## config.mk

```make
export PLATFORM = sky130hd
export DESIGN_NAME = spi_fifo_regs
export DESIGN_NICKNAME = d
export VERILOG_FILES = /design/src/rtl/spi_regs_pkg.sv /design/src/rtl/spi_sfifo.sv /design/src/rtl/spi_irq_ctl.sv /design/src/rtl/spi_fifo_regs.sv
export SDC_FILE = /design/constraint.sdc
export NUM_CORES = 1
export LEC_CHECK = 0
export ABC_CLOCK_PERIOD_IN_PS = 15650
export CAP_MARGIN = 20
export CELL_PAD_IN_SITES_DETAIL_PLACEMENT = 1
export CELL_PAD_IN_SITES_GLOBAL_PLACEMENT = 2
export CORE_MARGIN = 5
export CORE_UTILIZATION = 45
export DETAILED_ROUTE_END_ITERATION = 12
export PLACE_DENSITY_LB_ADDON = 0.1
export SLEW_MARGIN = 15
export SYNTH_ARGS = -nofsm -noshare
export SYNTH_HDL_FRONTEND = slang
export SYNTH_SLANG_ARGS = --single-unit
```

## constraint.sdc

```tcl
create_clock -name clk -period 15.65 [get_ports clk]
set_clock_uncertainty 0.05 [all_clocks]
set_input_delay 3.13 -clock clk [delete_from_list [all_inputs] [get_ports clk]]
set_output_delay 3.13 -clock clk [all_outputs]
set_load 0.1 [all_outputs]
```

## src/rtl/spi_regs_pkg.sv

```systemverilog
package spi_regs_pkg;

    localparam int REG_W   = 32;
    localparam int ADDR_W  = 6;
    localparam int THR_W   = 4;

    // word index of each register (byte offset / 4)
    typedef enum logic [3:0] {
        RG_CTRL = 4'd0,
        RG_CLK  = 4'd1,
        RG_TXW  = 4'd2,
        RG_RXW  = 4'd3,
        RG_FRM  = 4'd4,
        RG_STAT = 4'd5,
        RG_IEN  = 4'd6,
        RG_IST  = 4'd7,
        RG_FCTL = 4'd8,
        RG_DATA = 4'd9
    } reg_idx_e;

    // bit positions
    localparam int B_ROR      = 0;
    localparam int B_RC       = 3;
    localparam int B_TXC      = 4;
    localparam int B_RXRDY    = 9;
    localparam int B_RXFLUSH  = 4;
    localparam int B_TXFLUSH  = 12;
    localparam int B_RXTHR_LO = 0;
    localparam int B_TXTHR_LO = 8;

    typedef struct packed {
        logic txc;
        logic rc;
        logic ror;
    } irq_flags_t;

    function automatic logic is_reg(input logic [ADDR_W-1:0] a, input reg_idx_e r);
        return (a[1:0] == 2'b00) && (a[ADDR_W-1:2] == r);
    endfunction

endpackage

```

## src/rtl/spi_sfifo.sv

```systemverilog
module spi_sfifo #(
    parameter int WIDTH = 32,
    parameter int DEPTH = 8
) (
    input  logic                           clk,
    input  logic                           rst,
    input  logic                           clr,
    input  logic                           push,
    input  logic [WIDTH-1:0]               push_data,
    input  logic                           pop,
    output logic [WIDTH-1:0]               head,
    output logic [$clog2(DEPTH+1)-1:0]     count,
    output logic                           full,
    output logic                           empty,
    output logic                           push_ok,
    output logic                           pop_ok
);
    localparam int PW = (DEPTH > 1) ? $clog2(DEPTH) : 1;
    localparam int CW = $clog2(DEPTH+1);

    logic [WIDTH-1:0] mem [DEPTH];
    logic [PW-1:0]    wr_ptr, rd_ptr;

    function automatic logic [PW-1:0] step(input logic [PW-1:0] p);
        return (p == PW'(DEPTH-1)) ? '0 : p + PW'(1);
    endfunction

    assign full    = (count == CW'(DEPTH));
    assign empty   = (count == '0);
    assign pop_ok  = pop && !empty && !clr;
    assign push_ok = push && (!full || pop_ok) && !clr;
    assign head    = mem[rd_ptr];

    always_ff @(posedge clk) begin
        if (push_ok) mem[wr_ptr] <= push_data;
    end

    always_ff @(posedge clk) begin
        if (rst || clr) begin
            wr_ptr <= '0;
            rd_ptr <= '0;
            count  <= '0;
        end else begin
            if (push_ok) wr_ptr <= step(wr_ptr);
            if (pop_ok)  rd_ptr <= step(rd_ptr);
            case ({push_ok, pop_ok})
                2'b10:   count <= count + CW'(1);
                2'b01:   count <= count - CW'(1);
                default: count <= count;
            endcase
        end
    end


    full_drop_chk: assert property (@(posedge clk) disable iff (rst)
        (full && push && !pop && !clr) |=> (count == CW'(DEPTH)));


    flush_empty_chk: assert property (@(posedge clk) disable iff (rst)
        clr |=> (count == '0));

endmodule

```

## src/rtl/spi_irq_ctl.sv

```systemverilog
module spi_irq_ctl
    import spi_regs_pkg::*;
(
    input  logic       clk,
    input  logic       rst,
    input  irq_flags_t set_flags,
    input  logic       clr_we,
    input  irq_flags_t clr_flags,
    input  logic       en_rc,
    input  logic       en_ror,
    output irq_flags_t flags,
    output logic       irq
);
    irq_flags_t clr_mask;

    assign clr_mask = clr_we ? clr_flags : '0;

    always_ff @(posedge clk) begin
        if (rst) flags <= '0;
        else     flags <= (flags & ~clr_mask) | set_flags;
    end

    assign irq = (en_rc && flags.rc) || (en_ror && flags.ror);


    rc_set_wins_chk: assert property (@(posedge clk) disable iff (rst)
        set_flags.rc |=> flags.rc);


    ror_clear_chk: assert property (@(posedge clk) disable iff (rst)
        (clr_mask.ror && !set_flags.ror) |=> !flags.ror);

endmodule

```

## src/rtl/spi_fifo_regs.sv

```systemverilog
module spi_fifo_regs
    import spi_regs_pkg::*;
#(
    parameter int FIFO_DEPTH = 8
) (
    input  logic              clk,
    input  logic              rst,
    input  logic              reg_wr,
    input  logic              reg_rd,
    input  logic [5:0]        reg_addr,
    input  logic [31:0]       reg_wdata,
    output logic [31:0]       reg_rdata,
    input  logic              tx_pop,
    output logic [31:0]       tx_data,
    output logic              tx_avail,
    input  logic              rx_push,
    input  logic [31:0]       rx_data,
    output logic              cfg_enable,
    output logic [31:0]       cfg_clock,
    output logic [31:0]       cfg_tx_word,
    output logic [31:0]       cfg_rx_word,
    output logic [31:0]       cfg_frame,
    output logic              irq
);
    localparam int CW = $clog2(FIFO_DEPTH+1);

    // configuration and control state
    logic             ctl_en;
    logic [REG_W-1:0] clk_cfg, txw_cfg, rxw_cfg, frm_cfg;
    logic             ie_rc, ie_ror;
    logic [THR_W-1:0] tx_thr, rx_thr;
    logic             tx_flush_q, rx_flush_q;
    logic [REG_W-1:0] rdata_q;

    // decode
    logic wr_ctrl, wr_clk, wr_txw, wr_rxw, wr_frm, wr_ien, wr_ist, wr_fctl, wr_data;
    logic rd_data;

    assign wr_ctrl = reg_wr && is_reg(reg_addr, RG_CTRL);
    assign wr_clk  = reg_wr && is_reg(reg_addr, RG_CLK);
    assign wr_txw  = reg_wr && is_reg(reg_addr, RG_TXW);
    assign wr_rxw  = reg_wr && is_reg(reg_addr, RG_RXW);
    assign wr_frm  = reg_wr && is_reg(reg_addr, RG_FRM);
    assign wr_ien  = reg_wr && is_reg(reg_addr, RG_IEN);
    assign wr_ist  = reg_wr && is_reg(reg_addr, RG_IST);
    assign wr_fctl = reg_wr && is_reg(reg_addr, RG_FCTL);
    assign wr_data = reg_wr && is_reg(reg_addr, RG_DATA);
    assign rd_data = reg_rd && is_reg(reg_addr, RG_DATA);

    // queues
    logic [31:0]   tx_head, rx_head;
    logic [CW-1:0] tx_count, rx_count;
    logic          tx_full, tx_empty, rx_full, rx_empty;
    logic          tx_push_ok, tx_pop_ok, rx_push_ok, rx_pop_ok;
    logic          tx_pop_eff, rx_push_eff;

    assign tx_pop_eff  = ctl_en && tx_pop;
    assign rx_push_eff = ctl_en && rx_push;

    spi_sfifo #(.WIDTH(REG_W), .DEPTH(FIFO_DEPTH)) u_txq (
        .clk(clk), .rst(rst), .clr(tx_flush_q),
        .push(wr_data), .push_data(reg_wdata), .pop(tx_pop_eff),
        .head(tx_head), .count(tx_count), .full(tx_full), .empty(tx_empty),
        .push_ok(tx_push_ok), .pop_ok(tx_pop_ok)
    );

    spi_sfifo #(.WIDTH(REG_W), .DEPTH(FIFO_DEPTH)) u_rxq (
        .clk(clk), .rst(rst), .clr(rx_flush_q),
        .push(rx_push_eff), .push_data(rx_data), .pop(rd_data),
        .head(rx_head), .count(rx_count), .full(rx_full), .empty(rx_empty),
        .push_ok(rx_push_ok), .pop_ok(rx_pop_ok)
    );

    // interrupt events
    irq_flags_t set_flags, clr_flags, flags;
    logic       rc_hit;

    assign rc_hit = (8'(rx_count) + 8'd1 == 8'(rx_thr)) && (rx_thr != '0);

    always_comb begin
        set_flags     = '0;
        set_flags.ror = rx_push_eff && !rx_flush_q && !rx_push_ok;
        set_flags.rc  = rx_push_ok && !rx_pop_ok && rc_hit;
        set_flags.txc = tx_pop_ok && !tx_push_ok && (tx_count == CW'(1));
        clr_flags     = '0;
        clr_flags.ror = reg_wdata[B_ROR];
        clr_flags.rc  = reg_wdata[B_RC];
        clr_flags.txc = reg_wdata[B_TXC];
    end

    spi_irq_ctl u_irq (
        .clk(clk), .rst(rst),
        .set_flags(set_flags), .clr_we(wr_ist), .clr_flags(clr_flags),
        .en_rc(ie_rc), .en_ror(ie_ror),
        .flags(flags), .irq(irq)
    );

    // register writes
    always_ff @(posedge clk) begin
        if (rst) begin
            ctl_en     <= 1'b0;
            clk_cfg    <= '0;
            txw_cfg    <= '0;
            rxw_cfg    <= '0;
            frm_cfg    <= '0;
            ie_rc      <= 1'b0;
            ie_ror     <= 1'b0;
            tx_thr     <= '0;
            rx_thr     <= '0;
            tx_flush_q <= 1'b0;
            rx_flush_q <= 1'b0;
        end else begin
            if (wr_ctrl) ctl_en  <= reg_wdata[0];
            if (wr_clk)  clk_cfg <= reg_wdata;
            if (wr_txw)  txw_cfg <= reg_wdata;
            if (wr_rxw)  rxw_cfg <= reg_wdata;
            if (wr_frm)  frm_cfg <= reg_wdata;
            if (wr_ien) begin
                ie_rc  <= reg_wdata[B_RC];
                ie_ror <= reg_wdata[B_ROR];
            end
            if (wr_fctl) begin
                tx_thr <= reg_wdata[B_TXTHR_LO +: THR_W];
                rx_thr <= reg_wdata[B_RXTHR_LO +: THR_W];
            end
            tx_flush_q <= wr_fctl && reg_wdata[B_TXFLUSH];
            rx_flush_q <= wr_fctl && reg_wdata[B_RXFLUSH];
        end
    end

    // read mux
    logic [REG_W-1:0] rd_val;

    always_comb begin
        rd_val = '0;
        if (reg_addr[1:0] == 2'b00) begin
            case (reg_addr[5:2])
                RG_CTRL: rd_val[0] = ctl_en;
                RG_CLK:  rd_val = clk_cfg;
                RG_TXW:  rd_val = txw_cfg;
                RG_RXW:  rd_val = rxw_cfg;
                RG_FRM:  rd_val = frm_cfg;
                RG_STAT: rd_val[0] = !rx_empty;
                RG_IEN: begin
                    rd_val[B_RC]  = ie_rc;
                    rd_val[B_ROR] = ie_ror;
                end
                RG_IST: begin
                    rd_val[B_RXRDY] = !rx_empty;
                    rd_val[B_TXC]   = flags.txc;
                    rd_val[B_RC]    = flags.rc;
                    rd_val[B_ROR]   = flags.ror;
                end
                RG_FCTL: begin
                    rd_val[B_TXTHR_LO +: THR_W] = tx_thr;
                    rd_val[B_RXTHR_LO +: THR_W] = rx_thr;
                end
                RG_DATA: rd_val = rx_empty ? '0 : rx_head;
                default: rd_val = '0;
            endcase
        end
    end

    always_ff @(posedge clk) begin
        if (rst)         rdata_q <= '0;
        else if (reg_rd) rdata_q <= rd_val;
    end

    assign reg_rdata   = rdata_q;
    assign tx_data     = tx_head;
    assign tx_avail    = !tx_empty;
    assign cfg_enable  = ctl_en;
    assign cfg_clock   = clk_cfg;
    assign cfg_tx_word = txw_cfg;
    assign cfg_rx_word = rxw_cfg;
    assign cfg_frame   = frm_cfg;


    ovr_cause_chk: assert property (@(posedge clk) disable iff (rst)
        $rose(flags.ror) |-> $past(rx_push && ctl_en && rx_full && !rd_data));


    empty_read_chk: assert property (@(posedge clk) disable iff (rst)
        (rd_data && rx_empty) |=> (reg_rdata == '0));


    flush_readback_chk: assert property (@(posedge clk) disable iff (rst)
        (reg_rd && is_reg(reg_addr, RG_FCTL)) |=>
            (!reg_rdata[B_TXFLUSH] && !reg_rdata[B_RXFLUSH]));


    disabled_hold_chk: assert property (@(posedge clk) disable iff (rst)
        (!ctl_en && !rd_data && !rx_flush_q) |=> $stable(rx_count));

endmodule

```

==> results.cfg, run 1 <==
[timing]
tightest_slew_ns = 1.17
setup_viol = 0
slew_violations = 0
rsz0062_at_grt = false
fin_ws_ns = 8.54
hold_viol_final = 0
fin_crit_sh_pct = 45.4
finalSetupTns_ns = 0
slew_headroom_pct = 21.9
whs_ns = 0.419
max_freq_ghz = 0.141
post-route-min-period_ns = 7.11

[grt]
grt_pass1_wl_um = 120000
grt_use_total_pct = 23.5
overflow = 0
grt_pass1_vias = 17900
grt_max_degree = 102
antenna_found_initial = 2

[clock_network]
clk_latency_ns = 0.61
cts_htree_levels = 3
post_cts.repair.setup_buffers = 0
cts_hold_buffers = 0
cts_tree = yes
path_clk_slew_ns = 0.06
cts_buffer_depth = 3
cts_buffers = 77
root_buffer = clkbuf_16
cts.repair.resized = 0
clock_sinks = 714

[setup_path]
path_class = flip-flop to primary output
cp_slowest_cell = clkdlybuf4s50_1
worst_setup_path_end_kind = primary output
crit_fanout = 49
crit_buf_inv = 2
r2r_cells = 10
path_depth = 4
crit_required_ns = 12.47
arrival_ns = 3.93
startpoint_type = flip-flop
critical-path-max-stage-delay_ns = 0.98
path_cells = buf_4, mux4_2, mux2_2, clkdlybuf4s50_1
critPathTopFamily = buffers and inverters

[finish]
final_cell_area_sq_um = 34700
nFillCells = 5930
drive_gt1_share_pct = 19.3
layout.nets = 2212
syn_to_final_growth_pct = 21.5
final_cells = 3028

[yosys]
ys_ff_latch = 714
synth_cells = 1854
synth-edff-count = 512
synth_top_area_share_pct = 53.9
syn_area_sq_um = 28500
yosys.area.top_type = edfxtp_1
synth.most_common_cell = edfxtp_1
ys_types = 75
yosys-top-cells-area = edfxtp_1 54%, dfxtp_1 14%, mux4_2 10%, nand2_1 3.5%, a22oi_1 2.1%
ys_seq_area_share_pct = 68.0
async_reset_ff_share_pct = 0
avgSynthCellArea_sq_um = 15.4
ys.flop_type = edfxtp_1
synth_common_cells = 512 x edfxtp_1, 264 x nand2_1, 202 x dfxtp_1
syn_nets = 1948
synth_warnings = 0

[min_path]
hp-class = flip-flop to flip-flop
hold_depth = 2

[place]
hpwl_um = 53300
dp.cells = 2885
port_buffers = 270
gp_congestion = 0.873
placed_area_sq_um = 32100
pre_cts_slack_ns = 8.42

[power_and_ir_drop]
peakVddDrop_mv = 0.104
p_per_area_nw_per_um2 = 114
p_leak_uw = 0.0107

[die]
die_h_um = 262
initial_core_util_pct = 45.3
dieArea_sq_um = 68600
rows = 92
core_area_sq_um = 63000
num_io_pins = 271
die_w_um = 262

[drt]
final_antenna_net_count = 0
viasPerCell = 5.68
drcViolationCount = 0
vias = 17200
drt-total-wl_um = 81100
drt_pass1_iterations = 5
first_iter_violations = 1504
avgRoutedWirePerCell_um = 26.8

[outcome]
outcome = finished clean

[run]
maxCapViolations = 0
[worst paths after layout]
kind	from	endpoint	slack (ns)
setup / recovery	flip-flop	tx_data[22]	8.54
hold / removal	cfg_clock[28]$_SDFFE_PP0P_	cfg_clock[28]$_SDFFE_PP0P_	0.42
setup reg to reg	u_rxq.count[0]$_SDFFE_PP0P_	u_rxq.count[3]$_SDFFE_PP0P_	12.25
hold reg to reg	cfg_clock[28]$_SDFFE_PP0P_	cfg_clock[28]$_SDFFE_PP0P_	0.42
[sequential cells by signal, indices dropped and copies added, names as in the netlist, 4 cells and up, named ones only]
register	flops
cfg_clock	32
cfg_frame	32
cfg_rx_word	32
cfg_tx_word	32
reg_rdata	32
rx_thr	4
tx_thr	4
u_rxq.count	4
u_rxq.mem	256
u_txq.count	4
u_txq.mem	256
[metrics by stage]
stage	total power, uW	utilization, %
3_3_place_gp	2170	51.0
5_1_grt	4100	55.1
2_1_floorplan	2110	-
6_report	3970	55.1
4_1_cts	4010	55.1
3_5_place_dp	2170	51.0
[cell families (layout without fill, tap and decap cells)]
logic type	Yosys count	after routing	synth area share, %
AOI/OAI and AO/OA	341	341	8.78
xor gates and xnor gates	10	10	0.307
adders and majority gates	18	18	0.789
buffers and inverters	145	471	2.44
DFF	714	714	68.0
muxes	185	185	12.2
other	0	2	0
and+or+nand+nor	441	441	7.40
[cells in the final DEF, fill, tap and decap left out, types with 5 or more instances in the layout]
cell / count
a221oi_2: 19
buf_4: 41
nand2_1: 264
o21ai_0: 18
mux2i_1: 23
nor3_1: 5
dfxtp_1: 198
bufinv_16: 7
clkbuf_1: 14
inv_1: 19
mux4_2: 128
a22o_1: 6
clkbuf_16: 78
a211oi_1: 5
a21oi_1: 119
nand4_1: 5
nor3b_2: 6
mux2_2: 34
nand3b_1: 10
edfxtp_1: 512
ha_1: 18
nand3_1: 19
clkinv_1: 8
nand2_2: 10
clkinv_2: 10
clkbuf_8: 11
a22oi_1: 80
xor2_1: 6
a21oi_2: 30
o211a_1: 24
a221oi_1: 11
nor2_1: 34
clkdlybuf4s50_1: 269
nand2b_1: 33
[layout make-up]
class | count | area, sq um | share of cell area [%]
repair buffers | 311 | 3010 | 8.68
clock inverters | 38 | 420 | 1.21
well taps | 846 | 1060 | 3.05
multi-input cells | 995 | 8530 | 24.6
diodes | 2 | 5.00 | 0.0144
flip-flops and latches | 714 | 19400 | 56.0
clock buffers | 103 | 2160 | 6.22
inverters | 19 | 71.3 | 0.206
[power breakdown]
| part | total (uW) | leakage (uW) | switching [uW] | internal [uW] |
|---|---|---|---|---|
| Combinational | 103 | 0.00318 | 73.7 | 29.5 |
| Clock | 1840 | 0.00125 | 746 | 1090 |
| Sequential | 2030 | 0.00623 | 2.01 | 2020 |
[tightest hold or removal path, stage by stage, from the launching register on]
cell	delay [ns]
dfxtp_1	0.32
nand2_1	0.05
a21oi_1	0.05
[layer usage]
layer	global-route usage, %	share of wire [%]	vias up
met5	0	0.0086	-
met4	6.77	3.0	2
met3	6.13	7.1	118
met2	36.7	47	461
met1	32.9	43	8931
li1	-	-	7698
Power figures use the tool's default switching activity.
==> run 2, diff against run 1 <==
--- a/config.mk
+++ b/config.mk
@@ -5,12 +5,12 @@
 export SDC_FILE = /design/constraint.sdc
 export NUM_CORES = 1
 export LEC_CHECK = 0
-export ABC_CLOCK_PERIOD_IN_PS = 15650
+export ABC_CLOCK_PERIOD_IN_PS = 6100
 export CAP_MARGIN = 20
 export CELL_PAD_IN_SITES_DETAIL_PLACEMENT = 1
 export CELL_PAD_IN_SITES_GLOBAL_PLACEMENT = 2
 export CORE_MARGIN = 5
-export CORE_UTILIZATION = 45
+export CORE_UTILIZATION = 37
 export DETAILED_ROUTE_END_ITERATION = 12
 export PLACE_DENSITY_LB_ADDON = 0.1
 export SLEW_MARGIN = 15
==> constraint.sdc (replaced) <==
create_clock -name clk -period 6.1 [get_ports clk]
set_clock_uncertainty 0.05 [all_clocks]
set_input_delay 1.22 -clock clk [delete_from_list [all_inputs] [get_ports clk]]
set_output_delay 1.22 -clock clk [all_outputs]
set_load 0.1 [all_outputs]
==> results.cfg, run 2 (synthesis gave the netlist of run 1 again) <==
[die]
die_w_um = 288
die_h_um = 288
dieArea_sq_um = 82800
core_area_sq_um = 76200
rows = 101
num_io_pins = 271
initial_core_util_pct = 37.5

[setup_path]
r2r_end = u_rxq.count[3]$_SDFFE_PP0P_
path_class = flip-flop to primary output
critPathTopFamily = buffers and inverters
crit_buf_inv = 2
crit_end = tx_data[14]
critical-path-max-stage-delay_ns = 1.00
path_cells = buf_4, mux4_2, mux2_2, clkdlybuf4s50_1
rrSetupSlack_ns = 2.70
arrival_ns = 3.65
crit-reg2reg-launch = u_rxq.count[0]$_SDFFE_PP0P_
worst_setup_path_end_kind = primary output
startpoint_type = flip-flop
crit_fanout = 33
path_depth = 4
crit_required_ns = 4.83
r2r_cells = 10
cp_slowest_cell = clkdlybuf4s50_1

[timing]
slew_violations = 0
tightest_slew_ns = 1.22
post-route-min-period_ns = 4.92
finalSetupTns_ns = 0
setup_viol = 0
whs_ns = 0.416
hold_viol_final = 0
max_freq_ghz = 0.203
fin_crit_sh_pct = 80.6
rsz0062_at_grt = false
slew_headroom_pct = 18.5

[finish]
top_regs = u_rxq.mem: 256 flops, u_txq.mem: 256 flops
nFillCells = 7447
syn_to_final_growth_pct = 22.4
final_common_cell = edfxtp_1
seqCellArea_sq_um = 19400
drive_gt1_share_pct = 19.1
multi_input_area_sq_um = 8540
layout.nets = 2220
final_cell_mix = 512 x edfxtp_1, 269 x clkdlybuf4s50_1, 264 x nand2_1, 198 x dfxtp_1, 128 x mux4_2

[drt]
wl_met2_um = 39800
drt-met1-wl_um = 37200
drt-total-wl_um = 85200
top_layer_used = met5
drt_pass1_iterations = 7
final_antenna_net_count = 0
viasPerCell = 5.35
drcViolationCount = 0
avgRoutedWirePerCell_um = 26.5
vias = 17200
first_iter_violations = 1301
routed-wl-met3_um = 5840

[place]
gp_congestion = 0.802
port_buffers = 270
hpwl_um = 56700

[grt]
grt_max_degree = 87
grt_pass1_wl_um = 125000
grt_pass1_vias = 18000
overflow = 0
grt_use_total_pct = 20.3
antenna_found_initial = 4

[min_path]
hp-class = flip-flop to flip-flop

[clock_network]
path_clk_slew_ns = 0.05
cts_hold_buffers = 0
cts.repair.resized = 0
cts_buffers = 80
post_cts.repair.setup_buffers = 0
clock_sinks = 714
clk_latency_ns = 0.61
root_buffer = clkbuf_16
cts_tree = yes
cts_buffer_depth = 3
cts_htree_levels = 3

[outcome]
outcome = finished clean

[run]
maxCapViolations = 0

[power_and_ir_drop]
peakVddDrop_mv = 0.204
p_leak_uw = 0.0107
p_per_area_nw_per_um2 = 290
total_power_uw = 10100
run 2: cell count changes in the layout (fill, tap and decap cells not counted), moves of 2 or more:
cell and change:
clkbuf_8 -8, clkinv_1 +6, clkbuf_16 +6, bufinv_16 -2, buf_4 +5, inv_6 -3
clkbuf_1 +4, clkbuf_4 +2
run 2: layout make-up:
class | instances | area share (%)
clock inverters | 37 | 0.924
multi-input cells | 995 | 24.4
inverters | 19 | 0.204
clock buffers | 107 | 6.37
repair buffers | 316 | 8.73
diodes | 1 | 0.00716
well taps | 1030 | 3.69
flip-flops and latches | 714 | 55.6
run 2: worst register-to-register path, delay by kind of cell (launching register included):
family	cells	cell delay, ns
AND/OR/NAND/NOR	4	1.30
adder cells (fa/ha/maj)	2	0.54
flip-flops	1	0.50
AO/OA/AOI/OAI	2	0.46
multiplexers	1	0.34
buffers and inverters	1	0.11
run 2: power breakdown:
group | total, uW | internal [uW] | switching, uW
Combinational | 266 | 76.5 | 190
Clock | 4670 | 2770 | 1900
Sequential | 5200 | 5190 | 4.97
Total | 10100 | 8040 | 2100
run 2: worst min-delay path by stage:
stage | slack, ns | endpoint | start | cells after the start
2_1_floorplan | 0.40 | u_irq.flags[2]$_SDFF_PP0_ | u_irq.flags[2]$_SDFF_PP0_ | 2
3_3_place_gp | 0.41 | cfg_clock[7]$_SDFFE_PP0P_ | cfg_clock[7]$_SDFFE_PP0P_ | 2
3_5_place_dp | 0.41 | cfg_clock[19]$_SDFFE_PP0P_ | cfg_clock[19]$_SDFFE_PP0P_ | 2
4_1_cts | 0.42 | cfg_clock[19]$_SDFFE_PP0P_ | cfg_clock[19]$_SDFFE_PP0P_ | 2
5_1_grt | 0.44 | cfg_clock[19]$_SDFFE_PP0P_ | cfg_clock[19]$_SDFFE_PP0P_ | 2
6_report | 0.42 | cfg_clock[19]$_SDFFE_PP0P_ | cfg_clock[19]$_SDFFE_PP0P_ | 2
run 2: routing by layer:
metal / up-vias / GRT usage [%]
li1: 7702 / -
met1: 8928 / 28.3
met2: 461 / 31.9
met3: 111 / 4.88
met4: 4 / 5.93
met5: - / 0
run 2: through the flow:
step                      instance area [sq um]  utilization, %  instances  setup slack [ns]
after floorplan                           28500               -       1854            0.0549
after global placement                    32400            42.5       3074              1.23
after detailed placement                  32400            42.5       3074              1.20
after CTS                                 34900            45.8       3218              1.04
after global routing                      34900            45.8       3218             0.988
final                                     34900            45.8       3219              1.18
==> run 3, diff against run 2 <==
--- a/config.mk
+++ b/config.mk
@@ -5,12 +5,12 @@
 export SDC_FILE = /design/constraint.sdc
 export NUM_CORES = 1
 export LEC_CHECK = 0
-export ABC_CLOCK_PERIOD_IN_PS = 6100
+export ABC_CLOCK_PERIOD_IN_PS = 4660
 export CAP_MARGIN = 20
 export CELL_PAD_IN_SITES_DETAIL_PLACEMENT = 1
 export CELL_PAD_IN_SITES_GLOBAL_PLACEMENT = 2
 export CORE_MARGIN = 5
-export CORE_UTILIZATION = 37
+export CORE_UTILIZATION = 42
 export DETAILED_ROUTE_END_ITERATION = 12
 export PLACE_DENSITY_LB_ADDON = 0.1
 export SLEW_MARGIN = 15
==> constraint.sdc (replaced) <==
create_clock -name clk -period 4.66 [get_ports clk]
set_clock_uncertainty 0.05 [all_clocks]
set_input_delay 0.932 -clock clk [delete_from_list [all_inputs] [get_ports clk]]
set_output_delay 0.932 -clock clk [all_outputs]
set_load 0.1 [all_outputs]
==> results.cfg, run 3 (synthesis gave the netlist of run 1 again) <==
[finish]
top_regs = u_rxq.mem: 256 flops, u_txq.mem: 256 flops
final_cell_area_sq_um = 34800
nFillCells = 6449
layout.nets = 2221
final_common_cell = edfxtp_1
syn_to_final_growth_pct = 21.9
final_cell_mix = 512 x edfxtp_1, 264 x nand2_1, 237 x clkdlybuf4s50_1, 198 x dfxtp_1, 128 x mux4_2
drive_gt1_share_pct = 20.8

[setup_path]
arrival_ns = 2.64
crit_required_ns = 3.68
startpoint_type = flip-flop
path_class = flip-flop to primary output
crit_fanout = 17
worst_setup_path_end_kind = primary output

[outcome]
outcome = finished clean

[timing]
finalSetupTns_ns = 0
slew_violations = 0
slew_headroom_pct = 20.4
fin_crit_sh_pct = 77.7
max_freq_ghz = 0.276
setup_viol = 0
rsz0062_at_grt = false
post-route-min-period_ns = 3.62
tightest_slew_ns = 1.19
hold_viol_final = 0

[clock_network]
path_clk_slew_ns = 0.06
clk_latency_ns = 0.61
cts.repair.resized = 0
root_buffer = clkbuf_16
cts_htree_levels = 3
clock_sinks = 714
cts_tree = yes
cts_hold_buffers = 0
post_cts.repair.setup_buffers = 0
cts_buffers = 78
cts_buffer_depth = 3

[grt]
grt_pass1_vias = 18300
grt_max_degree = 97
grt_use_total_pct = 22.1
antenna_found_initial = 7
overflow = 0
grt_pass1_wl_um = 122000

[die]
dieArea_sq_um = 73300
initial_core_util_pct = 42.4
die_h_um = 271
num_io_pins = 271
core_area_sq_um = 67300
die_w_um = 271
rows = 95

[power_and_ir_drop]
p_leak_uw = 0.0107
peakVddDrop_mv = 0.354
p_per_area_nw_per_um2 = 382
total_power_uw = 13300

[place]
hpwl_um = 54300
placed_area_sq_um = 32200
port_buffers = 270
gp_congestion = 0.832

[drt]
avgRoutedWirePerCell_um = 26.8
drcViolationCount = 0
drt-total-wl_um = 82300
vias = 17300
drt_pass1_iterations = 5
final_antenna_net_count = 0
viasPerCell = 5.63
first_iter_violations = 1314

[min_path]
hp-class = flip-flop to flip-flop

[run]
maxCapViolations = 0
[run 3: metal layers]
metal  track usage, %  share of wire, %  up-vias
met5                0             0.081        -
met4             7.41               3.3       10
li1                 -                 -     7703
met1             30.8                44     8980
met2             34.4                46      431
met3             5.09               5.9      136
[run 3: metrics by stage]
step / hold slack, ns / std cells / util, % / worst slack, ns
2_1_floorplan: 0.399 / 1854 / - / 0.0387
4_1_cts: 0.424 / 3064 / 51.7 / 0.949
5_1_grt: 0.451 / 3066 / 51.7 / 0.889
6_report: 0.424 / 3066 / 51.7 / 1.04
3_5_place_dp: 0.415 / 2920 / 47.9 / 0.751
3_3_place_gp: 0.408 / 2920 / 47.9 / 0.810
[run 3: layout make-up]
cell class / count / area, sq um / share of cell area [%]
Antenna cell: 2 / 5.00 / 0.0144
Clock buffer: 93 / 2060 / 5.92
Clock inverter: 51 / 494 / 1.42
Inverter: 19 / 71.3 / 0.205
Multi-Input combinational cell: 995 / 8600 / 24.7
Sequential cell: 714 / 19400 / 55.8
Tap cell: 873 / 1090 / 3.14
Timing Repair Buffer: 319 / 3040 / 8.74
[run 3: final timing paths]
check	end	slack [ns]	cells after the start	start
worst max-delay path	tx_data[30]	1.04	4	flip-flop
worst min-delay path	cfg_clock[15]$_SDFFE_PP0P_	0.42	2	cfg_clock[15]$_SDFFE_PP0P_
worst max register to register	u_rxq.count[3]$_SDFFE_PP0P_	1.42	10	u_rxq.count[0]$_SDFFE_PP0P_
worst min register to register	cfg_clock[15]$_SDFFE_PP0P_	0.42	2	cfg_clock[15]$_SDFFE_PP0P_
[run 3: worst max-delay path, stage by stage, from the launching register on]
cell	delay, ns
dfxtp_4	0.52
buf_4	0.40
mux4_2	0.57
mux2_2	0.29
buf_4	0.24
[run 3: where the power goes]
part	internal [uW]	switching [uW]
combinational	101	248
sequential	6800	7.22
clock	3660	2480
